<file path="config.mk">
export PLATFORM = sky130hd
export DESIGN_NAME = pc_skip_seq
export DESIGN_NICKNAME = d
export VERILOG_FILES = /design/src/rtl/pcseq_pkg.sv /design/src/rtl/pcseq_ctrl.sv /design/src/rtl/pcseq_path.sv /design/src/rtl/pc_skip_seq.sv
export SDC_FILE = /design/constraint.sdc
export NUM_CORES = 1
export LEC_CHECK = 0
export BUFFER_PORTS_ARGS = -buffer_cell sky130_fd_sc_hd__buf_2
export CAP_MARGIN = 20
export CORE_UTILIZATION = 39
export CTS_CLUSTER_DIAMETER = 50
export DETAILED_ROUTE_END_ITERATION = 10
export GPL_TIMING_DRIVEN = 0
export PLACE_DENSITY = 0.67
export SYNTH_ARGS = -nofsm -noshare
export SYNTH_HDL_FRONTEND = slang
export SYNTH_SLANG_ARGS = --single-unit
</file>
<file path="constraint.sdc">
create_clock -name clk -period 4.03 [get_ports clk]
set_input_delay 0.6045 -clock clk [delete_from_list [all_inputs] [get_ports clk]]
set_output_delay 0.6045 -clock clk [all_outputs]
set_load 0.1 [all_outputs]
</file>
<file path="src/rtl/pcseq_pkg.sv">
package pcseq_pkg;

  typedef enum logic [3:0] {
    XF_SEQ      = 4'd0,
    XF_REL_FWD  = 4'd1,
    XF_REL_BACK = 4'd2,
    XF_PAGE     = 4'd3,
    XF_LONG     = 4'd4,
    XF_TABLE    = 4'd5,
    XF_CALL_PG  = 4'd6,
    XF_CALL_LG  = 4'd7,
    XF_TRAP     = 4'd8,
    XF_RET      = 4'd9,
    XF_RET_SKIP = 4'd10
  } xfer_e;

  // strobes from control to datapath; all-zero selects with step high = advance
  typedef struct packed {
    logic step;
    logic relFwd;
    logic relBack;
    logic pageJmp;
    logic longJmp;
    logic tableJmp;
    logic vector;
    logic retLoad;
  } pcStrobes_t;

endpackage

</file>
<file path="src/rtl/pcseq_ctrl.sv">
module pcseq_ctrl
  import pcseq_pkg::*;
(
  input  logic       clk,
  input  logic       rstN,
  input  logic       instValid,
  input  logic [3:0] xferKind,
  input  logic       condSkip,
  input  logic       isPrefix,
  output pcStrobes_t strobes,
  output logic       pushEn,
  output logic       skipFlag
);

  logic nextSkip;
  xfer_e kind;

  assign kind = xfer_e'(xferKind);

  always_comb begin
    strobes      = '0;
    strobes.step = instValid;
    pushEn       = 1'b0;
    nextSkip     = skipFlag;
    if (instValid) begin
      if (skipFlag) begin
        // suppressed: advance only; a prefix drags its partner along
        nextSkip = isPrefix;
      end else begin
        nextSkip = condSkip;
        case (kind)
          XF_REL_FWD:  strobes.relFwd  = 1'b1;
          XF_REL_BACK: strobes.relBack = 1'b1;
          XF_PAGE:     strobes.pageJmp = 1'b1;
          XF_LONG:     strobes.longJmp = 1'b1;
          XF_TABLE:    strobes.tableJmp = 1'b1;
          XF_CALL_PG: begin
            strobes.pageJmp = 1'b1;
            pushEn          = 1'b1;
          end
          XF_CALL_LG: begin
            strobes.longJmp = 1'b1;
            pushEn          = 1'b1;
          end
          XF_TRAP: begin
            strobes.vector = 1'b1;
            pushEn         = 1'b1;
          end
          XF_RET:      strobes.retLoad = 1'b1;
          XF_RET_SKIP: begin
            strobes.retLoad = 1'b1;
            nextSkip        = 1'b1;
          end
          default: ;
        endcase
      end
    end
  end

  always_ff @(posedge clk) begin
    if (!rstN) skipFlag <= 1'b0;
    else       skipFlag <= nextSkip;
  end

endmodule

</file>
<file path="src/rtl/pcseq_path.sv">
module pcseq_path
  import pcseq_pkg::*;
#(
  parameter int unsigned PC_W     = 15,
  parameter int unsigned PAGE_W   = 12,
  parameter int unsigned TBL_W    = 8,
  parameter int unsigned REL_W    = 5,
  parameter int unsigned LEN_W    = 2,
  parameter logic [PC_W-1:0] VEC_ADDR = 'h00FF,
  parameter logic [PC_W-1:0] RESET_PC = '0
) (
  input  logic             clk,
  input  logic             rstN,
  input  pcStrobes_t       strobes,
  input  logic [LEN_W-1:0] instLen,
  input  logic [REL_W-1:0] relOffset,
  input  logic [PC_W-1:0]  absTarget,
  input  logic [TBL_W-1:0] tableByte,
  input  logic [PC_W-1:0]  retAddr,
  output logic [PC_W-1:0]  pcQ,
  output logic [PC_W-1:0]  seqPc
);

  localparam int unsigned REL_SPAN = 1 << REL_W;

  logic [PC_W-1:0] fwdPc, backPc, pagePc, tablePc, nextPc;

  assign seqPc  = pcQ + PC_W'(instLen);
  assign fwdPc  = seqPc + PC_W'(relOffset);
  assign backPc = seqPc - PC_W'(REL_SPAN) + PC_W'(relOffset);

  generate
    if (PAGE_W >= PC_W) begin : g_flatPage
      assign pagePc = absTarget;
    end else begin : g_splitPage
      assign pagePc = {seqPc[PC_W-1:PAGE_W], absTarget[PAGE_W-1:0]};
    end
    if (TBL_W >= PC_W) begin : g_flatTable
      assign tablePc = PC_W'(tableByte);
    end else begin : g_splitTable
      assign tablePc = {seqPc[PC_W-1:TBL_W], tableByte};
    end
  endgenerate

  always_comb begin
    nextPc = seqPc;
    if (strobes.relFwd)   nextPc = fwdPc;
    if (strobes.relBack)  nextPc = backPc;
    if (strobes.pageJmp)  nextPc = pagePc;
    if (strobes.longJmp)  nextPc = absTarget;
    if (strobes.tableJmp) nextPc = tablePc;
    if (strobes.vector)   nextPc = VEC_ADDR;
    if (strobes.retLoad)  nextPc = retAddr;
  end

  always_ff @(posedge clk) begin
    if (!rstN)             pcQ <= RESET_PC;
    else if (strobes.step) pcQ <= nextPc;
  end

endmodule

</file>
<file path="src/rtl/pc_skip_seq.sv">
module pc_skip_seq
  import pcseq_pkg::*;
#(
  parameter int unsigned PC_W     = 15,
  parameter int unsigned PAGE_W   = 12,
  parameter int unsigned TBL_W    = 8,
  parameter int unsigned REL_W    = 5,
  parameter int unsigned LEN_W    = 2,
  parameter logic [PC_W-1:0] VEC_ADDR = 'h00FF,
  parameter logic [PC_W-1:0] RESET_PC = '0
) (
  input  logic             clk,
  input  logic             rstN,
  input  logic             instValid,
  input  logic [3:0]       xferKind,
  input  logic [LEN_W-1:0] instLen,
  input  logic [REL_W-1:0] relOffset,
  input  logic [PC_W-1:0]  absTarget,
  input  logic [TBL_W-1:0] tableByte,
  input  logic [PC_W-1:0]  retAddr,
  input  logic             condSkip,
  input  logic             isPrefix,
  output logic [PC_W-1:0]  fetchPc,
  output logic [PC_W-1:0]  pushAddr,
  output logic             pushEn,
  output logic             suppress
);

  pcStrobes_t strobes;

  pcseq_ctrl u_ctrl (
    .clk(clk), .rstN(rstN), .instValid(instValid), .xferKind(xferKind),
    .condSkip(condSkip), .isPrefix(isPrefix), .strobes(strobes),
    .pushEn(pushEn), .skipFlag(suppress)
  );

  pcseq_path #(
    .PC_W(PC_W), .PAGE_W(PAGE_W), .TBL_W(TBL_W), .REL_W(REL_W),
    .LEN_W(LEN_W), .VEC_ADDR(VEC_ADDR), .RESET_PC(RESET_PC)
  ) u_path (
    .clk(clk), .rstN(rstN), .strobes(strobes), .instLen(instLen),
    .relOffset(relOffset), .absTarget(absTarget), .tableByte(tableByte),
    .retAddr(retAddr), .pcQ(fetchPc), .seqPc(pushAddr)
  );

endmodule

</file>
==> results of run 1 <==
logic make-up (layout without fill, tap and decap cells):
| kind of cell | Yosys count | after routing | share of synthesized area, % |
|---|---|---|---|
| and+or+nand+nor | 132 | 132 | 32.8 |
| AOI/OAI and AO/OA | 91 | 91 | 28.4 |
| buffers and inverters | 30 | 118 | 5.51 |
| xor gates and xnor gates | 20 | 20 | 8.13 |
| DFF | 16 | 16 | 14.9 |
| adders and majority gates | 9 | 9 | 5.92 |
| muxes | 9 | 9 | 4.29 |
final cells by class:
type                       instances  area share (%)
multi-input combinational        261            64.2
timing repair buffer              84            14.9
sequential                        16            11.6
tap                               70            3.11
buffer                            17            2.49
clock buffer                       4            1.96
inverter                          13            1.73
cell usage after synthesis (3+ instances only):
cell type  count
a31oi_1        3
o211ai_1       6
o21ai_0       18
nor3_1         7
nand2_1       39
nor2b_1        4
a21oi_1       17
ha_1           7
a21boi_0       3
nand2b_1       9
a211oi_1       5
a22oi_1        3
or4_1          3
and2_1         8
nand3_1        8
and3_1         6
a211o_1        3
o22ai_1        5
xnor2_1       15
a21o_1         4
nor2_1        18
and4_1         3
o21a_1         5
xor2_1         5
inv_1         13
clkbuf_1      14
nand4_1        7
nor4_1         6
dfxtp_1       16
mux2i_1        7
report_power, final:
group / internal, W / switching, W
Combinational: 0.000124 / 0.000343
Sequential: 0.000171 / 0.0000199
Clock: 0.0000867 / 0.0000563
Total: 0.000382 / 0.000419
flip-flops by register name, summed over array words and instances, names as in the netlist:
name             flops
u_path.pcQ          15
u_ctrl.skipFlag      1
worst max path at each step:
stage	start	to	slack (ps)	depth (start not counted)
final	instLen[0]	u_path.pcQ[6]	350	14
after detailed placement	instLen[0]	u_path.pcQ[6]	-80	14
after global routing	instLen[0]	u_path.pcQ[11]	90	14
after floorplan	instLen[0]	u_path.pcQ[11]	-5	13
after global placement	instLen[0]	u_path.pcQ[6]	-20	14
after CTS	instLen[0]	u_path.pcQ[6]	170	14
routing by layer:
| layer | vias to the layer above | share of wire, % | global-route usage (%) |
|---|---|---|---|
| met5 | - | 0 | 0 |
| met4 | 0 | 1.4 | 6.54 |
| met3 | 9 | 5.3 | 1.44 |
| met2 | 100 | 47 | 43.2 |
| met1 | 1258 | 47 | 36.9 |
| li1 | 1303 | - | - |
through the flow:
step,setup slack [ps],std cells
final,348,465
after global routing,90.9,465
after CTS,174,465
after detailed placement,-75.9,461
after global placement,-17.1,461
after floorplan,-5.40,307
what timing repair did:
| action | 4_1_cts | 5_1_grt |
|---|---|---|
| hold buffers | 0 | 0 |
| endpoints found under the setup margin | 0 | 2 |
| gates resized for setup | 0 | 2 |
cells in the final DEF (no fill, tap or decap), types with 5 or more instances in the layout:
cell type,n
buf_2,86
nand2_1,39
nor2_1,18
o21ai_0,18
a21oi_1,16
clkbuf_1,14
dfxtp_1,14
inv_1,13
xnor2_1,12
nand2b_1,9
nand3_1,8
and2_1,8
nor3_1,7
nand4_1,7
mux2i_1,7
ha_1,7
and3_1,6
nor4_1,6
o211ai_1,6
a211oi_1,5
o22ai_1,5
o21a_1,5
worst max-delay path, stage by stage:
cell and delay [ps]:
buf_2 100, ha_1 260, fa_1 370, clkbuf_1 280, xor2_4 240, ha_1 360
a21o_1 190, a21o_1 190, a21oi_2 330, and3_1 200, o21ai_0 110, xnor2_1 320
a21oi_1 120, o31ai_1 180
==> flow_summary.ini, run 1 <==
[run_status]
status = completed

[floorplan]
die_h_um = 76.4
core_um2 = 5200
rows = 26
die-width_um = 76.4
design.die.area_um2 = 5830
start_util_pct = 41.4
boundaryPins = 86

[yosys]
syn_area_um2 = 2160
synthesis.instances = 307
ys_seq_area_share_pct = 14.9
synth_fp_nets = 370
synth_warnings = 0
syn_area_per_cell_um2 = 7.02
synth_ff_type = dfxtp_1
synth_top_area_cell = dfxtp_1
synth_area_leaders = dfxtp_1, nand2_1, xnor2_1, o21ai_0, ha_1
yosysUniqueCellTypes = 58
synth_edf_count = 0
async_flop_share_pct = 0
synth_top_area_share_pct = 14.9
ys_ff_latch = 16

[timing]
period_share_pct = 91.4
slew_viol_final = 0
fin_crit_ps = 3680
fmax_mhz = 272
hold_violations = 0
tns_ps = 0
max-slew-margin-rel_pct = 48.7
rsz0062_at_grt = no
skew_ps = 3.70
fin_hold_ws_ps = 515
worst_pin_slew_ps = 763
finalSetupViolations = 0

[pwr]
vdd.ir_drop.worst_mv = 0.172
total_power_w = 0.000801
p_leak_nw = 1.26
power_density_nw_per_um2 = 285

[route]
drtIter0Drc = 199
final_antenna_net_count = 0
vias = 2670
drc_errors = 0
viasPerCell = 5.74
dr.pass1.iters = 4
wl_um = 7490
wl_per_cell_um = 16.1

[cells_and_area]
drive_above_1_share_pct = 27.1
seq_area_um2 = 325
num_antenna_cells = 0
multi_input_area_um2 = 1810
syn_to_final_growth_pct = 30.5
stdcell_area_um2 = 2810
nNetsFinal = 459
final_util_pct = 54.0
fill_cells = 521

[setup_path]
required_ps = 4200
ff2ff_path_depth = 13
worstPathArrival_ps = 3850
crit_type = in -> reg
startpoint_type = input port
r2r_slack_ps = 470
endpoint_kind = flip-flop
reg2reg_from = u_path.pcQ[0]
crit_fanout = 9
regToRegEndpoint = u_path.pcQ[6]

[run]
maxCapViolCount = 0

[placed_design]
placed_cell_area_um2 = 2750
io_buffers = 84
hpwlAfterDp_um = 5980
gp_congestion = 0.877

[clock_network]
cts_tree = built
h-tree-depth = 1
worstSkewPairLatency_ps = 250
root_buffer = clkbuf_8
clock_sinks = 16
cts.clk_slew.worst_paths_ps = 60
cts_setup_buffers = 0
cts_buffer_depth = 2
cts_buffers = 3

[grt]
grt_pass1_wl_um = 12200
grt_overflow = 0
grt_max_degree = 11
grt_usage_pct = 26.1
antenna_found_initial = 0
grt_pass1_vias = 2441

[hold_path]
whs_endpoint = u_path.pcQ[0]
hp-class = reg -> reg
min_from = u_path.pcQ[0]
hold_path_depth = 2
Power figures use the tool's default switching activity.
==> run 2, diff against run 1 <==
--- a/config.mk
+++ b/config.mk
@@ -5,13 +5,13 @@
 export SDC_FILE = /design/constraint.sdc
 export NUM_CORES = 1
 export LEC_CHECK = 0
+export ABC_AREA = 1
 export BUFFER_PORTS_ARGS = -buffer_cell sky130_fd_sc_hd__buf_2
 export CAP_MARGIN = 20
 export CORE_UTILIZATION = 39
 export CTS_CLUSTER_DIAMETER = 50
 export DETAILED_ROUTE_END_ITERATION = 10
 export GPL_TIMING_DRIVEN = 0
-export PLACE_DENSITY = 0.67
 export SYNTH_ARGS = -nofsm -noshare
 export SYNTH_HDL_FRONTEND = slang
 export SYNTH_SLANG_ARGS = --single-unit
==> run 2 against run 1 <==
  * Setup slack gained 200 ps
  * Utilization down 2.5 points
  * Fmax grew 5.6%
  * Critical path type unchanged
  * Largest cell class unchanged
==> flow_summary.ini, run 2 <==
[route]
drtIter0Drc = 234
drc_errors = 0
final_antenna_net_count = 0
wl_um = 7630
viasPerCell = 4.98
dr.pass1.iters = 5
wl_per_cell_um = 12.7
vias = 2992

[hold_path]
min_from = u_path.pcQ[0]
hp-class = reg -> reg

[timing]
worst_pin_slew_ps = 492
rsz0062_at_grt = no
finalSetupViolations = 0
fin_crit_ps = 3490
skew_ps = 1.19
fmax_mhz = 287
period_share_pct = 86.5
final.setup.worst_slack_ps = 544
hold_violations = 0
slew_viol_final = 0
max-slew-margin-rel_pct = 67.4
tns_ps = 0

[clock_network]
clock_sinks = 16
hold_buffers = 0
cts_resized = 0
cts.clk_slew.worst_paths_ps = 60
cts_buffer_depth = 2
cts_tree = built
cts_setup_buffers = 0
h-tree-depth = 1
root_buffer = clkbuf_8
cts_buffers = 3
worstSkewPairLatency_ps = 250

[setup_path]
crit_start = instLen[0]
reg2reg_from = u_path.pcQ[0]
startpoint_type = input port
crit_fanout = 6
required_ps = 4210
worstPathArrival_ps = 3670
crit_type = in -> reg
endpoint_kind = flip-flop

[yosys]
synth_warnings = 0
synth_ff_type = dfxtp_1
synthTopCellsByCount = nand2_1, inv_1, nand3_1
synth_area_leaders = nand2_1, dfxtp_1, nand3_1, inv_1, o21ai_0
async_flop_share_pct = 0
ys_ff_latch = 16
yosys.cell_count.top_type = nand2_1
ys_seq_area_share_pct = 13.0
yosysUniqueCellTypes = 35
synth_top_area_cell = nand2_1
synth_top_area_share_pct = 20.6
synthesis.instances = 437
synth_edf_count = 0
syn_area_per_cell_um2 = 5.62
synth_fp_nets = 500
syn_area_um2 = 2460

[floorplan]
boundaryPins = 86
design.die.area_um2 = 6620
start_util_pct = 41.0
die_h_um = 81.4
core_um2 = 5990
rows = 28
die-width_um = 81.4

[cells_and_area]
top_register = u_path.pcQ
num_antenna_cells = 0
layout_common_cells = nand2_1, buf_2, inv_1, nand3_1, nor2_1
largestRegisters = u_path.pcQ: 15 flops, u_ctrl.skipFlag: 1 flops
drive_above_1_share_pct = 27.8
layout.cells.most_common = nand2_1
nNetsFinal = 590
fill_cells = 663
syn_to_final_growth_pct = 25.8
largest_reg_flops = 15

[placed_design]
gp_congestion = 0.854
io_buffers = 85
hpwlAfterDp_um = 6600
post-place-ws_ps = 323

[run_status]
status = completed

[run]
maxCapViolCount = 0

[pwr]
total_power_w = 0.000854
p_leak_nw = 1.58
power_density_nw_per_um2 = 276
vdd.ir_drop.worst_mv = 0.205

[grt]
grt_usage_pct = 24.5
grt_pass1_vias = 2715
grt_max_degree = 11
grt_pass1_wl_um = 12400
antenna_found_initial = 0
grt_overflow = 0
-- run 2: layout make-up --
class | count | area (um2) | area share [%]
Buffer | 8 | 43.8 | 1.42
Tap cell | 75 | 93.8 | 3.04
Multi-Input combinational cell | 352 | 1920 | 62.1
Clock buffer | 4 | 55.1 | 1.78
Inverter | 61 | 229 | 7.41
Timing Repair Buffer | 85 | 425 | 13.8
Sequential cell | 16 | 323 | 10.4
-- run 2: final timing paths --
path	to	slack (ps)	depth (start not counted)
worst max-delay path	u_path.pcQ[7]	540	20
worst min-delay path	u_path.pcQ[0]	480	2
worst max register to register	u_path.pcQ[7]	690	19
worst min register to register	u_path.pcQ[0]	480	2
-- run 2: stage by stage --
step / std cells / cell area (um2) / hold slack, ps / util [%]
2_1_floorplan: 437 / 2510 / 702 / -
3_3_place_gp: 597 / 3030 / 462 / 50.6
3_5_place_dp: 597 / 3030 / 467 / 50.6
4_1_cts: 601 / 3090 / 477 / 51.6
5_1_grt: 601 / 3090 / 494 / 51.6
6_report: 601 / 3090 / 475 / 51.6
-- run 2: power by group --
part           switching, W  internal [W]  leakage (nW)
Sequential        0.0000187      0.000171         0.132
Combinational      0.000392      0.000128          1.42
Clock             0.0000565     0.0000868        0.0288
Total              0.000467      0.000387          1.58
-- run 2: cell families (layout without fill, tap and decap cells) --
logic type,Yosys count,after routing,share of synthesized area [%]
adder cells (fa/ha/maj),9,9,5.20
AND/OR/NAND/NOR,265,265,51.7
XOR/XNOR,7,7,2.50
flip-flops,16,16,13.0
AO/OA/AOI/OAI,71,71,16.5
buffers and inverters,69,158,11.1
-- run 2: routing by layer --
metal	routed length, um	vias to the layer above	part of all wire, %	GRT usage, %
met2	3460	77	45	40.5
met4	120	0	1.6	6.61
met1	3790	1302	50	34.2
met5	0	-	0	0
li1	-	1602	-	-
met3	267	11	3.5	1.01
-- run 2: worst max-delay path: stages --
cell and delay (ps):
buf_2 110, ha_1 230, fa_1 530, nand2_1 180, nor2_4 80, xor2_4 160
ha_1 340, nand2_1 110, inv_1 60, nand2_1 70, nand2_1 50, nor2_1 190
nand3_1 170, o21ai_0 240, a21oi_1 90, o21ai_0 80, nand2_1 70, nand3_1 100
nand2_1 70, a21oi_1 150
